### src/rtl/dwreg_pkg.sv
package dwreg_pkg;

    localparam int DW = 8;
    typedef logic [DW-1:0] byte_t;

    localparam byte_t REGA_RESET    = 8'h02;
    localparam byte_t REGB_RESET    = 8'h00;
    localparam byte_t REGA_FIX_MASK = 8'h03;
    localparam byte_t REGA_FIX_VAL  = 8'h02;
    localparam int    SRST_BIT      = 7;

    typedef enum logic {
        SEL_A = 1'b0,
        SEL_B = 1'b1
    } reg_sel_e;

    function automatic byte_t rega_fix(input byte_t v);
        return (v & ~REGA_FIX_MASK) | REGA_FIX_VAL;
    endfunction

endpackage

### src/rtl/dwreg_qual.sv
module dwreg_qual
    import dwreg_pkg::*;
#(
    parameter int ADDR_W = 8,
    parameter logic [ADDR_W-1:0] REGA_ADDR = 'h20,
    parameter logic [ADDR_W-1:0] REGB_ADDR = 'h21,
    parameter int MIN_CYC = 35,
    parameter int MAX_CYC = 2000
) (
    input  logic              clk,
    input  logic              rst_n,
    input  logic              wr_i,
    input  logic [ADDR_W-1:0] addr_i,
    input  byte_t             wdata_i,
    output logic              hit_o,
    output reg_sel_e          hit_sel_o,
    output byte_t             hit_data_o
);

    localparam int CNT_W = $clog2(MAX_CYC + 2);
    localparam logic [CNT_W-1:0] MIN_C = CNT_W'(MIN_CYC);
    localparam logic [CNT_W-1:0] MAX_C = CNT_W'(MAX_CYC);

    typedef struct packed {
        logic             pend;
        reg_sel_e         sel;
        byte_t            data;
        logic [CNT_W-1:0] cnt;
    } qual_t;

    qual_t    q_d, q_q;
    logic     mapped;
    reg_sel_e asel;
    logic     hit_d;

    assign mapped = (addr_i == REGA_ADDR) || (addr_i == REGB_ADDR);
    assign asel   = reg_sel_e'(addr_i == REGB_ADDR);

    always_comb begin
        q_d   = q_q;
        hit_d = 1'b0;
        if (wr_i && mapped) begin
            if (q_q.pend && (q_q.sel == asel) && (q_q.data == wdata_i) &&
                (q_q.cnt >= MIN_C) && (q_q.cnt <= MAX_C)) begin
                hit_d    = 1'b1;
                q_d.pend = 1'b0;
                q_d.cnt  = '0;
            end else begin
                q_d.pend = 1'b1;
                q_d.sel  = asel;
                q_d.data = wdata_i;
                q_d.cnt  = CNT_W'(1);
            end
        end else if (wr_i) begin
            q_d.pend = 1'b0;
            q_d.cnt  = '0;
        end else if (q_q.pend) begin
            if (q_q.cnt > MAX_C) begin
                q_d.pend = 1'b0;
                q_d.cnt  = '0;
            end else begin
                q_d.cnt = q_q.cnt + 1'b1;
            end
        end
    end

    always_ff @(posedge clk or negedge rst_n) begin
        if (!rst_n) q_q <= '{pend: 1'b0, sel: SEL_A, data: '0, cnt: '0};
        else        q_q <= q_d;
    end

    assign hit_o      = hit_d;
    assign hit_sel_o  = asel;
    assign hit_data_o = wdata_i;

endmodule

### src/rtl/dwreg_store.sv
module dwreg_store
    import dwreg_pkg::*;
(
    input  logic     clk,
    input  logic     rst_n,
    input  logic     hit_i,
    input  reg_sel_e hit_sel_i,
    input  byte_t    hit_data_i,
    output byte_t    rega_o,
    output byte_t    regb_o,
    output logic     commit_a_o,
    output logic     commit_b_o,
    output logic     clr_o
);

    typedef struct packed {
        byte_t rega;
        byte_t regb;
        logic  ca;
        logic  cb;
        logic  clr;
    } store_t;

    store_t s_d, s_q;

    always_comb begin
        s_d     = s_q;
        s_d.ca  = 1'b0;
        s_d.cb  = 1'b0;
        s_d.clr = 1'b0;
        if (hit_i) begin
            if (hit_sel_i == SEL_A) begin
                s_d.ca = 1'b1;
                if (hit_data_i[SRST_BIT]) begin
                    s_d.rega = REGA_RESET;
                    s_d.regb = REGB_RESET;
                    s_d.cb   = 1'b1;
                    s_d.clr  = 1'b1;
                end else begin
                    s_d.rega = rega_fix(hit_data_i);
                end
            end else begin
                s_d.regb = hit_data_i;
                s_d.cb   = 1'b1;
            end
        end
    end

    always_ff @(posedge clk or negedge rst_n) begin
        if (!rst_n) s_q <= '{rega: REGA_RESET, regb: REGB_RESET, ca: 1'b0, cb: 1'b0, clr: 1'b0};
        else        s_q <= s_d;
    end

    assign rega_o     = s_q.rega;
    assign regb_o     = s_q.regb;
    assign commit_a_o = s_q.ca;
    assign commit_b_o = s_q.cb;
    assign clr_o      = s_q.clr;

endmodule

### src/rtl/dwreg_rdmux.sv
module dwreg_rdmux
    import dwreg_pkg::*;
#(
    parameter int ADDR_W = 8,
    parameter logic [ADDR_W-1:0] REGA_ADDR = 'h20,
    parameter logic [ADDR_W-1:0] REGB_ADDR = 'h21
) (
    input  logic [ADDR_W-1:0] addr_i,
    input  byte_t             rega_i,
    input  byte_t             regb_i,
    output byte_t             rdata_o
);

    always_comb begin
        rdata_o = '0;
        if (addr_i == REGA_ADDR)      rdata_o = rega_i;
        else if (addr_i == REGB_ADDR) rdata_o = regb_i;
    end

endmodule

### src/rtl/dwreg_bank.sv
module dwreg_bank
    import dwreg_pkg::*;
#(
    parameter int ADDR_W = 8,
    parameter logic [ADDR_W-1:0] REGA_ADDR = 'h20,
    parameter logic [ADDR_W-1:0] REGB_ADDR = 'h21,
    parameter int MIN_CYC = 35,
    parameter int MAX_CYC = 2000
) (
    input  logic              clk,
    input  logic              rst_n,
    input  logic [ADDR_W-1:0] bus_addr,
    input  logic              bus_wr,
    input  logic [DW-1:0]     bus_wdata,
    output logic [DW-1:0]     bus_rdata,
    output logic [DW-1:0]     ctl_a_o,
    output logic [DW-1:0]     ctl_b_o,
    output logic              commit_a_o,
    output logic              commit_b_o,
    output logic              clr_coef_o
);

    logic     hit;
    reg_sel_e hit_sel;
    byte_t    hit_data;

    dwreg_qual #(
        .ADDR_W(ADDR_W), .REGA_ADDR(REGA_ADDR), .REGB_ADDR(REGB_ADDR),
        .MIN_CYC(MIN_CYC), .MAX_CYC(MAX_CYC)
    ) i_qual (
        .clk(clk), .rst_n(rst_n), .wr_i(bus_wr), .addr_i(bus_addr),
        .wdata_i(bus_wdata), .hit_o(hit), .hit_sel_o(hit_sel), .hit_data_o(hit_data)
    );

    dwreg_store i_store (
        .clk(clk), .rst_n(rst_n), .hit_i(hit), .hit_sel_i(hit_sel),
        .hit_data_i(hit_data), .rega_o(ctl_a_o), .regb_o(ctl_b_o),
        .commit_a_o(commit_a_o), .commit_b_o(commit_b_o), .clr_o(clr_coef_o)
    );

    dwreg_rdmux #(
        .ADDR_W(ADDR_W), .REGA_ADDR(REGA_ADDR), .REGB_ADDR(REGB_ADDR)
    ) i_rdmux (
        .addr_i(bus_addr), .rega_i(ctl_a_o), .regb_i(ctl_b_o), .rdata_o(bus_rdata)
    );

endmodule

### config.mk
export PLATFORM = sky130hd
export DESIGN_NAME = dwreg_bank
export DESIGN_NICKNAME = d
export VERILOG_FILES = /design/src/rtl/dwreg_pkg.sv /design/src/rtl/dwreg_qual.sv /design/src/rtl/dwreg_store.sv /design/src/rtl/dwreg_rdmux.sv /design/src/rtl/dwreg_bank.sv
export SDC_FILE = /design/constraint.sdc
export NUM_CORES = 1
export LEC_CHECK = 0
export BUFFER_PORTS_ARGS = -buffer_cell sky130_fd_sc_hd__buf_2
export CAP_MARGIN = 20
export CORE_MARGIN = 3
export CORE_UTILIZATION = 60
export CTS_BUF_LIST = sky130_fd_sc_hd__clkbuf_4 sky130_fd_sc_hd__clkbuf_8
export CTS_CLUSTER_DIAMETER = 100
export DETAILED_ROUTE_END_ITERATION = 8
export GPL_ROUTABILITY_DRIVEN = 0
export PLACE_DENSITY_LB_ADDON = 0.05
export SLEW_MARGIN = 20
export SYNTH_ARGS = -nofsm -noshare
export SYNTH_HDL_FRONTEND = slang
export SYNTH_SLANG_ARGS = --single-unit
export TNS_END_PERCENT = 1
### constraint.sdc
create_clock -name clk -period 3.7 [get_ports clk]
set_input_delay 0.37 -clock clk [delete_from_list [all_inputs] [get_ports clk]]
set_output_delay 0.37 -clock clk [all_outputs]
set_load 0.1 [all_outputs]
; ---- Word level (Yosys, flattened, before mapping)
; Cells that the tools add are included.
[word_totals]
register_bits = 39
latchBits = 0
mem_bits_rw = 0
rom_bits = 0
word_cells = 52
mem_count = 0
[classes]
n_addsub = 1
n_mul = 0
div_mod_pow = 0
order_cmp = 3
n_eq_ne = 4
shift = 0
mux = 22
n_bitwise = 2
reduce_logical = 11
[op_table]
columns = operator, n
row1 = $mux 11, 4
row2 = $mux 8, 4
row3 = $eq 8x6->1 const B, 2
row4 = $add 11x1->11 const B, 1
row5 = $ge 11x6->1 const B, 1
row6 = $gt 11x11->1 const B, 1
row7 = $le 11x11->1 const B, 1
row8 = $mux 1, 11
row9 = $eq 8x8->1, 1
row10 = $mux 7, 1
row11 = $reduce_and 2->1, 3
row12 = $logic_and 1x1->1, 5
row13 = $mux 3, 1
row14 = $reduce_bool 3->1, 1
row15 = $mux 2, 1
row16 = $not 1->1, 2
row17 = $reduce_bool 2->1, 1
row18 = $eq 1x1->1, 1
row19 = $logic_or 1x1->1, 1

; ---- Longest topological paths before layout
; Gate-level depths: netlist of the first run.
[logic_depth]
ltp_word = 9
mapped_depth = 8
ltp_nobuf = 7

; ---- By module
; A second synthesis of the first run with hierarchy kept.
[unflattened]
hier_cells = 194
area_unflattened_um2 = 2083.2
[modules_own_cells]
columns = mod, instances, cells_each, area_each_um2, seq_area_each_um2
row1 = dwreg_qual, 1, 127, 1261.2, 525.5
row2 = dwreg_store, 1, 46, 673.1, 400.4
row3 = dwreg_rdmux, 1, 21, 148.9, 0.0

; ---- Worst setup path after synthesis of the first run
; No wires, ideal clock.
[synth_path]
path_type = input to output
startpoint = input bus_addr[1]
endpoint = output bus_rdata[2]
arrival_time_ns = 2.030
required_ns = 3.330
path_slack_ns = 1.300
stages = 5
cell_sequence = nor3b_1 -> and3_1 -> buf_4 -> clkbuf_1 -> a22o_1
[synth_via]
elab_chain_cells = 3
word_cells_on_any_way = 4
[synth_lines]
columns = element, line
row1 = "start, declared", dwreg_bank.sv:12  ; input logic [ADDR_W-1:0] bus_addr,
row2 = $eq 8x6->1, dwreg_rdmux.sv:17  ; else if (addr_i == REGB_ADDR) rdata_o = regb_i;
row3 = $mux 8, dwreg_rdmux.sv:17
row4 = $mux 8 *, dwreg_rdmux.sv:16  ; if (addr_i == REGA_ADDR) rdata_o = rega_i;
row5 = "end, declared", dwreg_bank.sv:15  ; output logic [DW-1:0] bus_rdata,
; Mark *: on every way between the ends. The rest lies on a longest branch, timed or not.

; ---- Worst setup path in the final report of the first run
[layout_path]
startpoint = input bus_addr[1]
endpoint = output bus_rdata[5]
; The elaborated chain is that of the path after synthesis.

==> impl_results.md, run 1 <==
- Status: finished, final reports clean
- Height of the die: between 60 and 70 um
- Critical Path Max Stage Delay: ~590 ps
- Initial cell density of the core: 0.648
- Final design instance area without fill: approximately 2300 sq um
- Post-CTS resize count: 0
- Category of the worst setup path launch point: input pin
- All-layer global routing usage: 0.241
- CP Buf/Inv Count: 2
- Antenna-violating nets left: 0
- Critical-path cell list: buf_2 > nor3b_1 > and3_1 > a22o_1 > buf_2
- Total clock buffers created by CTS: 5
- Post-synthesis average cell area: ~11 sq um
- Horiz. Die Dim: around 64 um
- Share of synthesized cell area in and, or, nand and nor gates: 0.169
- # hold bufs at CTS: 0
- Dominant combinational cell family by area after synthesis: compound AO/OA/AOI/OAI gates
- Worst-path cell with the longest stage delay: sky130_fd_sc_hd__and3_1
- 1st-iter DRT viols: 118
- Vias in the first global route: between 1500 and 2000
- Setup Fix Bufs, Post-CTS: 0
- Net switching fraction of the power: 0.256
- Start-to-end type of the worst setup path: input pin to primary output
- Routed vias/inst: around 5.9
- Area Growth Syn to Fin: 14.2%
- Top Ports: 46
- Data required time of the critical path: between 3000 and 4000 ps
- Sink count of the clock tree: 37
- Clock-pin slew on the worst setup and hold paths: 130 ps
- Maximum operating frequency: between 400 and 500 MHz
- Library cell occupying the most area in the post-synthesis netlist: sky130_fd_sc_hd__dfrtp_1
- Worst-margin pin slew: just over 800 ps
- Area share of fa/ha/maj cells after synthesis: 0.0123
- Global-route wire length before repair: roughly 7500 um
- Number of remaining DRC errors: 0
- Total wire length: 4500 um
- Post-layout total power: 0.788 mW
- Worst vdd ir: 266 uV
- Router iterations before antenna repair: 4
- Number of filler cells placed in the layout: about 230
- Cell area after synthesis: approximately 2000 sq um
- Remaining max-slew budget at the tightest pin: 0.452
- Routed via count: 1584
- Number of H-tree levels: 2
- RSZ-0062 raised after global routing: no
- Core area: around 3100 sq um
- Syn. warnings: 0
- Standard cell area after detailed placement: between 2000 and 2500 sq um
- Antenna diode count: 0
- Row cnt: 20
- Most frequent cell on the critical path: sky130_fd_sc_hd__buf_2
- Critical path's top delay family: simple AND/OR/NAND/NOR gates
- Final hold violations: 0
- Fraction of synthesized area in multiplexers: 0.0981
- Deepest clock path buffer count: 2
- Combinational Power Share: 0.096
- Clock group share of total power: 0.371
- Post-DP HPWL: ~3200 um
- Top area cells in the synthesized netlist: sky130_fd_sc_hd__dfrtp_1 46%, sky130_fd_sc_hd__a22o_1 6.9%, sky130_fd_sc_hd__mux2_4 5.9%
- Post-synth EDFFs: 0
- Cell count after synthesis: between 150 and 200
- Final setup vio count: 0
- Accumulated negative setup slack: 0 ps
- Complex-gate fraction of the synthesized area: 0.176
- Arrival time at the worst endpoint: 2060 ps
- Clock period minus final worst setup slack: ~2400 ps
- Final Cycle Share: 0.657
- Initial antenna violation count: 0
- Share of power burned in registers: 0.533
- Class of the tightest hold or removal check: input pin to asynchronous set/reset pin
- Sequential element share of the synthesized area: 0.457
- Maxcap violations: 0
- Power density normalized to cell area: 340 nW/um^2
- Clock skew after layout: between 10 and 15 ps
- Switching power: between 0.2 and 0.25 mW
- Critical path fanouts, max: 14
- Hold slack final: 92.2 ps
- Routed wire per std cell: 16.8 um
- P_leak: approximately 1.2 nW
- Internal power: 0.586 mW
- Number of port buffers: 42
- Number of nets in the layout: between 200 and 250
- Largest net degree at the start of global routing: 38
- Synth Register Bits: 37
- Area share of the largest cell type after synthesis: 0.457
- CTS Root Cell: sky130_fd_sc_hd__clkbuf_4
- Area of the die: 4110 sq um
- Leftover overflow at the end of global routing: 0
- Xor/xnor cell area share of the yosys netlist: 0.0432
- Crit path capture type: primary output
- TritonCTS clock tree: done
- Fraction of final layout cells sized beyond drive strength 1: 0.321
- Primary FF master, synth: sky130_fd_sc_hd__dfrtp_1
- Async set or reset register ratio after synthesis: 1.00
- Distinct cell type count of the synthesized netlist: between 40 and 50
- Number of pins with negative max-slew slack in the final report: 0
- Worst-skew pair later-pin latency: about 360 ps
## kinds of logic (layout without fill, tap and decap cells)
family | after synthesis | count (layout)
buffers and inverters | 15 | 55
flip-flops | 37 | 37
AND/OR/NAND/NOR | 55 | 55
adder cells (fa/ha/maj) | 2 | 2
XOR/XNOR | 10 | 10
multiplexers | 15 | 15
other | 2 | 3
AO/OA/AOI/OAI | 47 | 47
## cell type report
cell class                      count  area, sq um  area share
Tap cell                           44         55.1      0.0238
Multi-Input combinational cell    132         1020       0.441
Clock inverter                      3         46.3      0.0200
Timing Repair Buffer               42          210      0.0908
Clock buffer                        5         37.5      0.0162
Inverter                            5         18.8     0.00811
Sequential cell                    37          926       0.400
## state kept, by name (all words and copies together) (netlist names)
signal	count
i_qual.q_q	21
i_store.clr_o	1
i_store.commit_a_o	1
i_store.commit_b_o	1
i_store.rega_o	5
i_store.regb_o	8
## layer usage
metal | wire length [um] | GRT usage
met5 | 0 | 0
met4 | 31 | 0.0712
met3 | 279 | 0.0650
met2 | 2140 | 0.379
met1 | 2040 | 0.326
## worst reg2reg max path, cell delays in order, from the launching register on
cell,delay (ps)
sky130_fd_sc_hd__dfrtp_1,460
sky130_fd_sc_hd__inv_1,100
sky130_fd_sc_hd__ha_1,150
sky130_fd_sc_hd__nand4bb_1,90
sky130_fd_sc_hd__a21o_1,290
sky130_fd_sc_hd__a22oi_4,280
sky130_fd_sc_hd__a31o_1,520
sky130_fd_sc_hd__mux2_4,340
## layout by cell type (no fill, tap or decap), types with 2 or more instances in the layout
| cell type | synthesis | layout |
|---|---|---|
| sky130_fd_sc_hd__a21o_1 | 8 | 8 |
| sky130_fd_sc_hd__nor3_1 | 4 | 4 |
| sky130_fd_sc_hd__xnor2_1 | 9 | 9 |
| sky130_fd_sc_hd__ha_1 | 2 | 2 |
| sky130_fd_sc_hd__nand4_2 | 2 | 2 |
| sky130_fd_sc_hd__a31oi_1 | 2 | 2 |
| sky130_fd_sc_hd__a21oi_1 | 7 | 7 |
| sky130_fd_sc_hd__o21ai_0 | 7 | 7 |
| sky130_fd_sc_hd__nor2_1 | 6 | 6 |
| sky130_fd_sc_hd__nor2b_1 | 6 | 6 |
| sky130_fd_sc_hd__nand3b_1 | 2 | 2 |
| sky130_fd_sc_hd__and2_1 | 4 | 4 |
| sky130_fd_sc_hd__nand3_1 | 7 | 7 |
| sky130_fd_sc_hd__a22o_1 | 16 | 16 |
| sky130_fd_sc_hd__nand2_1 | 9 | 9 |
| sky130_fd_sc_hd__dfrtp_1 | 37 | 37 |
| sky130_fd_sc_hd__mux2_4 | 8 | 8 |
| sky130_fd_sc_hd__buf_2 | 4 | 42 |
| sky130_fd_sc_hd__mux2_2 | 7 | 7 |
| sky130_fd_sc_hd__conb_1 | 2 | 3 |
| sky130_fd_sc_hd__clkbuf_4 | 0 | 5 |
| sky130_fd_sc_hd__and3_1 | 6 | 6 |
| sky130_fd_sc_hd__inv_1 | 5 | 5 |
## path summary, 6_finish.rpt
| check | to | slack, ps | cells after the start | start |
|---|---|---|---|---|
| hold / removal | i_store.commit_b_o | 90 | 1 | rst_n |
| setup / recovery | bus_rdata[5] | 1270 | 5 | bus_addr[1] |
| hold reg to reg | i_store.regb_o[0] | 540 | 1 | i_store.regb_o[0] |
| setup reg to reg | i_qual.q_q[16] | 1360 | 7 | i_qual.q_q[0] |
| max in group asynchronous | i_store.rega_o[3] | 3090 | 1 | rst_n |
| min in group clk | i_qual.q_q[5] | 260 | 2 | bus_wr |
## cell usage after synthesis, types with 2 or more instances
master / n
sky130_fd_sc_hd__a21o_1: 8
sky130_fd_sc_hd__a21oi_1: 7
sky130_fd_sc_hd__a22o_1: 16
sky130_fd_sc_hd__a31oi_1: 2
sky130_fd_sc_hd__and2_1: 4
sky130_fd_sc_hd__and3_1: 6
sky130_fd_sc_hd__buf_2: 4
sky130_fd_sc_hd__buf_4: 4
sky130_fd_sc_hd__conb_1: 2
sky130_fd_sc_hd__dfrtp_1: 37
sky130_fd_sc_hd__ha_1: 2
sky130_fd_sc_hd__inv_1: 5
sky130_fd_sc_hd__mux2_2: 7
sky130_fd_sc_hd__mux2_4: 8
sky130_fd_sc_hd__nand2_1: 9
sky130_fd_sc_hd__nand3_1: 7
sky130_fd_sc_hd__nand3b_1: 2
sky130_fd_sc_hd__nand4_2: 2
sky130_fd_sc_hd__nor2_1: 6
sky130_fd_sc_hd__nor2b_1: 6
sky130_fd_sc_hd__nor3_1: 4
sky130_fd_sc_hd__o21ai_0: 7
sky130_fd_sc_hd__xnor2_1: 9
## power by group through the flow
stage	combinational [mW]	sequential, mW	clock [mW]
6_report	0.0756	0.420	0.293
5_1_grt	0.0824	0.421	0.321
4_1_cts	0.0762	0.420	0.295
3_5_place_dp	0.0761	0.427	0
3_3_place_gp	0.0723	0.427	0
2_1_floorplan	0.0502	0.425	0
## metrics by stage
step                cells  utilization  worst slack (ps)
CTS                   268        0.740              1290
global route          268        0.740              1130
floorplan             184            -              1300
finish                268        0.740              1270
global placement      260        0.713              1220
detailed placement    260        0.713              1110
Note: power is estimated with default switching activity, not from simulation.
==> inputs of run 2 (changes only) <==
- CORE_UTILIZATION: 60 -> 56
- clock period: 3.7 -> 2.3 ns (I/O delays scaled with it)
==> run 2 against run 1 <==
Against the previous run:
- total power up 61%
- flip-flop and latch count unchanged
- first-iteration DRC count down 10%
==> impl_results.md, run 2 (same netlist as run 1, synthesis figures left out) <==
- Most common library cell in the layout ignoring fill and taps: sky130_fd_sc_hd__dfrtp_1
- Worst vdd ir: between 300 and 400 uV
- Number of filler cells placed in the layout: 241
- Final design instance area without fill: roughly 2500 sq um
- Routed vias/inst: slightly below 6
- Worst Setup Slack, final: around 87 ps
- Post-DP HPWL: about 3200 um
- Antenna diode count: 0
- Largest net degree at the start of global routing: 38
- Routed wire per std cell: around 16 um
- Antenna-violating nets left: 0
- Worst-skew pair later-pin latency: around 360 ps
- Height of the die: 66.2 um
- Multi-input logic area: 1020 sq um
- Worst-margin pin slew: roughly 800 ps
- CTS Root Cell: sky130_fd_sc_hd__clkbuf_4
- Number of remaining DRC errors: 0
- Core area: 3420 sq um
- Data required time of the critical path: 2540 ps
- Fraction of final layout cells sized beyond drive strength 1: 0.338
- Initial cell density of the core: 0.593
- Maxcap violations: 0
- RSZ-0062 raised after global routing: no
- Setup Fix Bufs, Post-CTS: 0
- Router iterations before antenna repair: 5
- Reg2reg setup slack: just under 90 ps
- Accumulated negative setup slack: 0 ps
- Horiz. Die Dim: between 60 and 70 um
- Number of H-tree levels: 2
- Crit Reg-Reg Endpoint: i_qual.q_q[12]
- Top Ports: 46
- Total clock buffers created by CTS: 5
- TritonCTS clock tree: done
- Dpl ws: around 130 ps
- Total wire length: around 4500 um
- Leftover overflow at the end of global routing: 0
- Flip-flop count of the largest register after layout: 21
- Seq. cell area: just over 900 sq um
- Final hold violations: 0
- Arrival time at the worst endpoint: about 2500 ps
- Final standard cell utilization of the core: 0.724
- Number of nets in the layout: about 250
- Power density normalized to cell area: ~510 nW/um^2
- Class of the tightest hold or removal check: input pin to flop
- Clock skew after layout: approximately 17 ps
- Commonest non-fill, non-tap cells in the layout: 36 x sky130_fd_sc_hd__dfrtp_1, 34 x sky130_fd_sc_hd__buf_2, 16 x sky130_fd_sc_hd__a22o_1, 9 x sky130_fd_sc_hd__nand2_1, 9 x sky130_fd_sc_hd__xnor2_1
- Vias in the first global route: ~1500
- Remaining max-slew budget at the tightest pin: 0.454
- Final setup vio count: 0
- Global-route wire length before repair: approximately 7300 um
- Clock period minus final worst setup slack: about 2200 ps
- Area of the die: 4380 sq um
- Routed via count: 1592
- Clock-pin slew on the worst setup and hold paths: 130 ps
- Status: finished, final reports clean
- Start-to-end type of the worst setup path: flop to flop
- Reg2reg start: i_qual.q_q[0]
- Source of the critical timing path: i_qual.q_q[0]
- Category of the worst setup path launch point: flop
- Standard cell area after detailed placement: between 2000 and 2500 sq um
- Sink count of the clock tree: 37
- Critical path fanouts, max: 9
- Final Cycle Share: 0.962
- 1st-iter DRT viols: approximately 110
- Deepest clock path buffer count: 2
- All-layer global routing usage: 0.222
- Area Growth Syn to Fin: 22.0%
- Row cnt: 21
- Number of port buffers: 42
- CP Capture Point: i_qual.q_q[12]
- Number of pins with negative max-slew slack in the final report: 0
- P_leak: about 1.2 nW
- Maximum operating frequency: roughly 450 MHz
- Logic depth of the worst register-to-register path: 8
- Crit path capture type: flop
- Register with the most flip-flops: i_qual.q_q
- Initial antenna violation count: 0
==> run 2: changes by cell type in the layout (fill, tap and decap cells not counted) <==
| cell | change |
|---|---|
| sky130_fd_sc_hd__buf_2 | -8 |
| sky130_fd_sc_hd__a21o_1 | -1 |
| sky130_fd_sc_hd__dlygate4sd3_1 | +1 |
| sky130_fd_sc_hd__buf_12 | +8 |
| sky130_fd_sc_hd__dfrtp_1 | -1 |
| sky130_fd_sc_hd__dfrtp_2 | +1 |
| sky130_fd_sc_hd__a21o_2 | +1 |
| sky130_fd_sc_hd__buf_4 | +3 |
==> run 2: metal layers <==
| layer | vias to the layer above | part of all wire | GRT usage |
|---|---|---|---|
| met4 | 0 | 0.013 | 0.0685 |
| met3 | 10 | 0.073 | 0.0680 |
| met5 | - | 0 | 0 |
| met2 | 64 | 0.46 | 0.337 |
| met1 | 772 | 0.45 | 0.304 |
| li1 | 746 | - | - |
==> run 2: critical path, cell delays in order (launching register included) <==
cell                        delay, ps
sky130_fd_sc_hd__dfrtp_2          470
sky130_fd_sc_hd__inv_1            110
sky130_fd_sc_hd__ha_1             180
sky130_fd_sc_hd__nand4bb_1        100
sky130_fd_sc_hd__a21o_2           290
sky130_fd_sc_hd__a22oi_4          270
sky130_fd_sc_hd__a31o_1           180
sky130_fd_sc_hd__buf_4            200
sky130_fd_sc_hd__mux2_4           310
==> run 2: how the worst min path moves through the flow <==
stage                       from       endpoint  cells past startpoint
after floorplan            rst_n  i_qual.q_q[0]                      0
after CTS                 bus_wr  i_qual.q_q[5]                      2
after global placement     rst_n  i_qual.q_q[1]                      1
after detailed placement   rst_n  i_qual.q_q[3]                      1
after global routing      bus_wr  i_qual.q_q[5]                      2
final                     bus_wr  i_qual.q_q[5]                      2
==> run 2: repair_timing <==
action,4_1_cts,5_1_grt
hold buffers,1,0
gates resized for setup,0,2
endpoints found under the hold margin,37,0
endpoints found under the setup margin,0,5
==> run 2: power breakdown <==
part | internal [mW] | switching (mW) | total (mW)
sequential | 0.664 | 0.0117 | 0.675
combinational | 0.0510 | 0.0714 | 0.122
clock | 0.230 | 0.243 | 0.473
==> run 2: metrics by stage <==
step | power [mW] | hold WS, ps | std cells
2_1_floorplan | 0.765 | -65.6 | 184
3_3_place_gp | 0.803 | 352 | 265
3_5_place_dp | 0.809 | 373 | 265
4_1_cts | 1.28 | 104 | 274
5_1_grt | 1.32 | 97.0 | 274
6_report | 1.27 | 111 | 274
==> run 2: area by class of cell <==
class                           instances  area share
Tap cell                               46      0.0233
Clock inverter                          3      0.0187
Multi-Input combinational cell        132       0.413
Timing Repair Buffer                   46       0.147
Inverter                                5     0.00759
Sequential cell                        37       0.375
Clock buffer                            5      0.0152
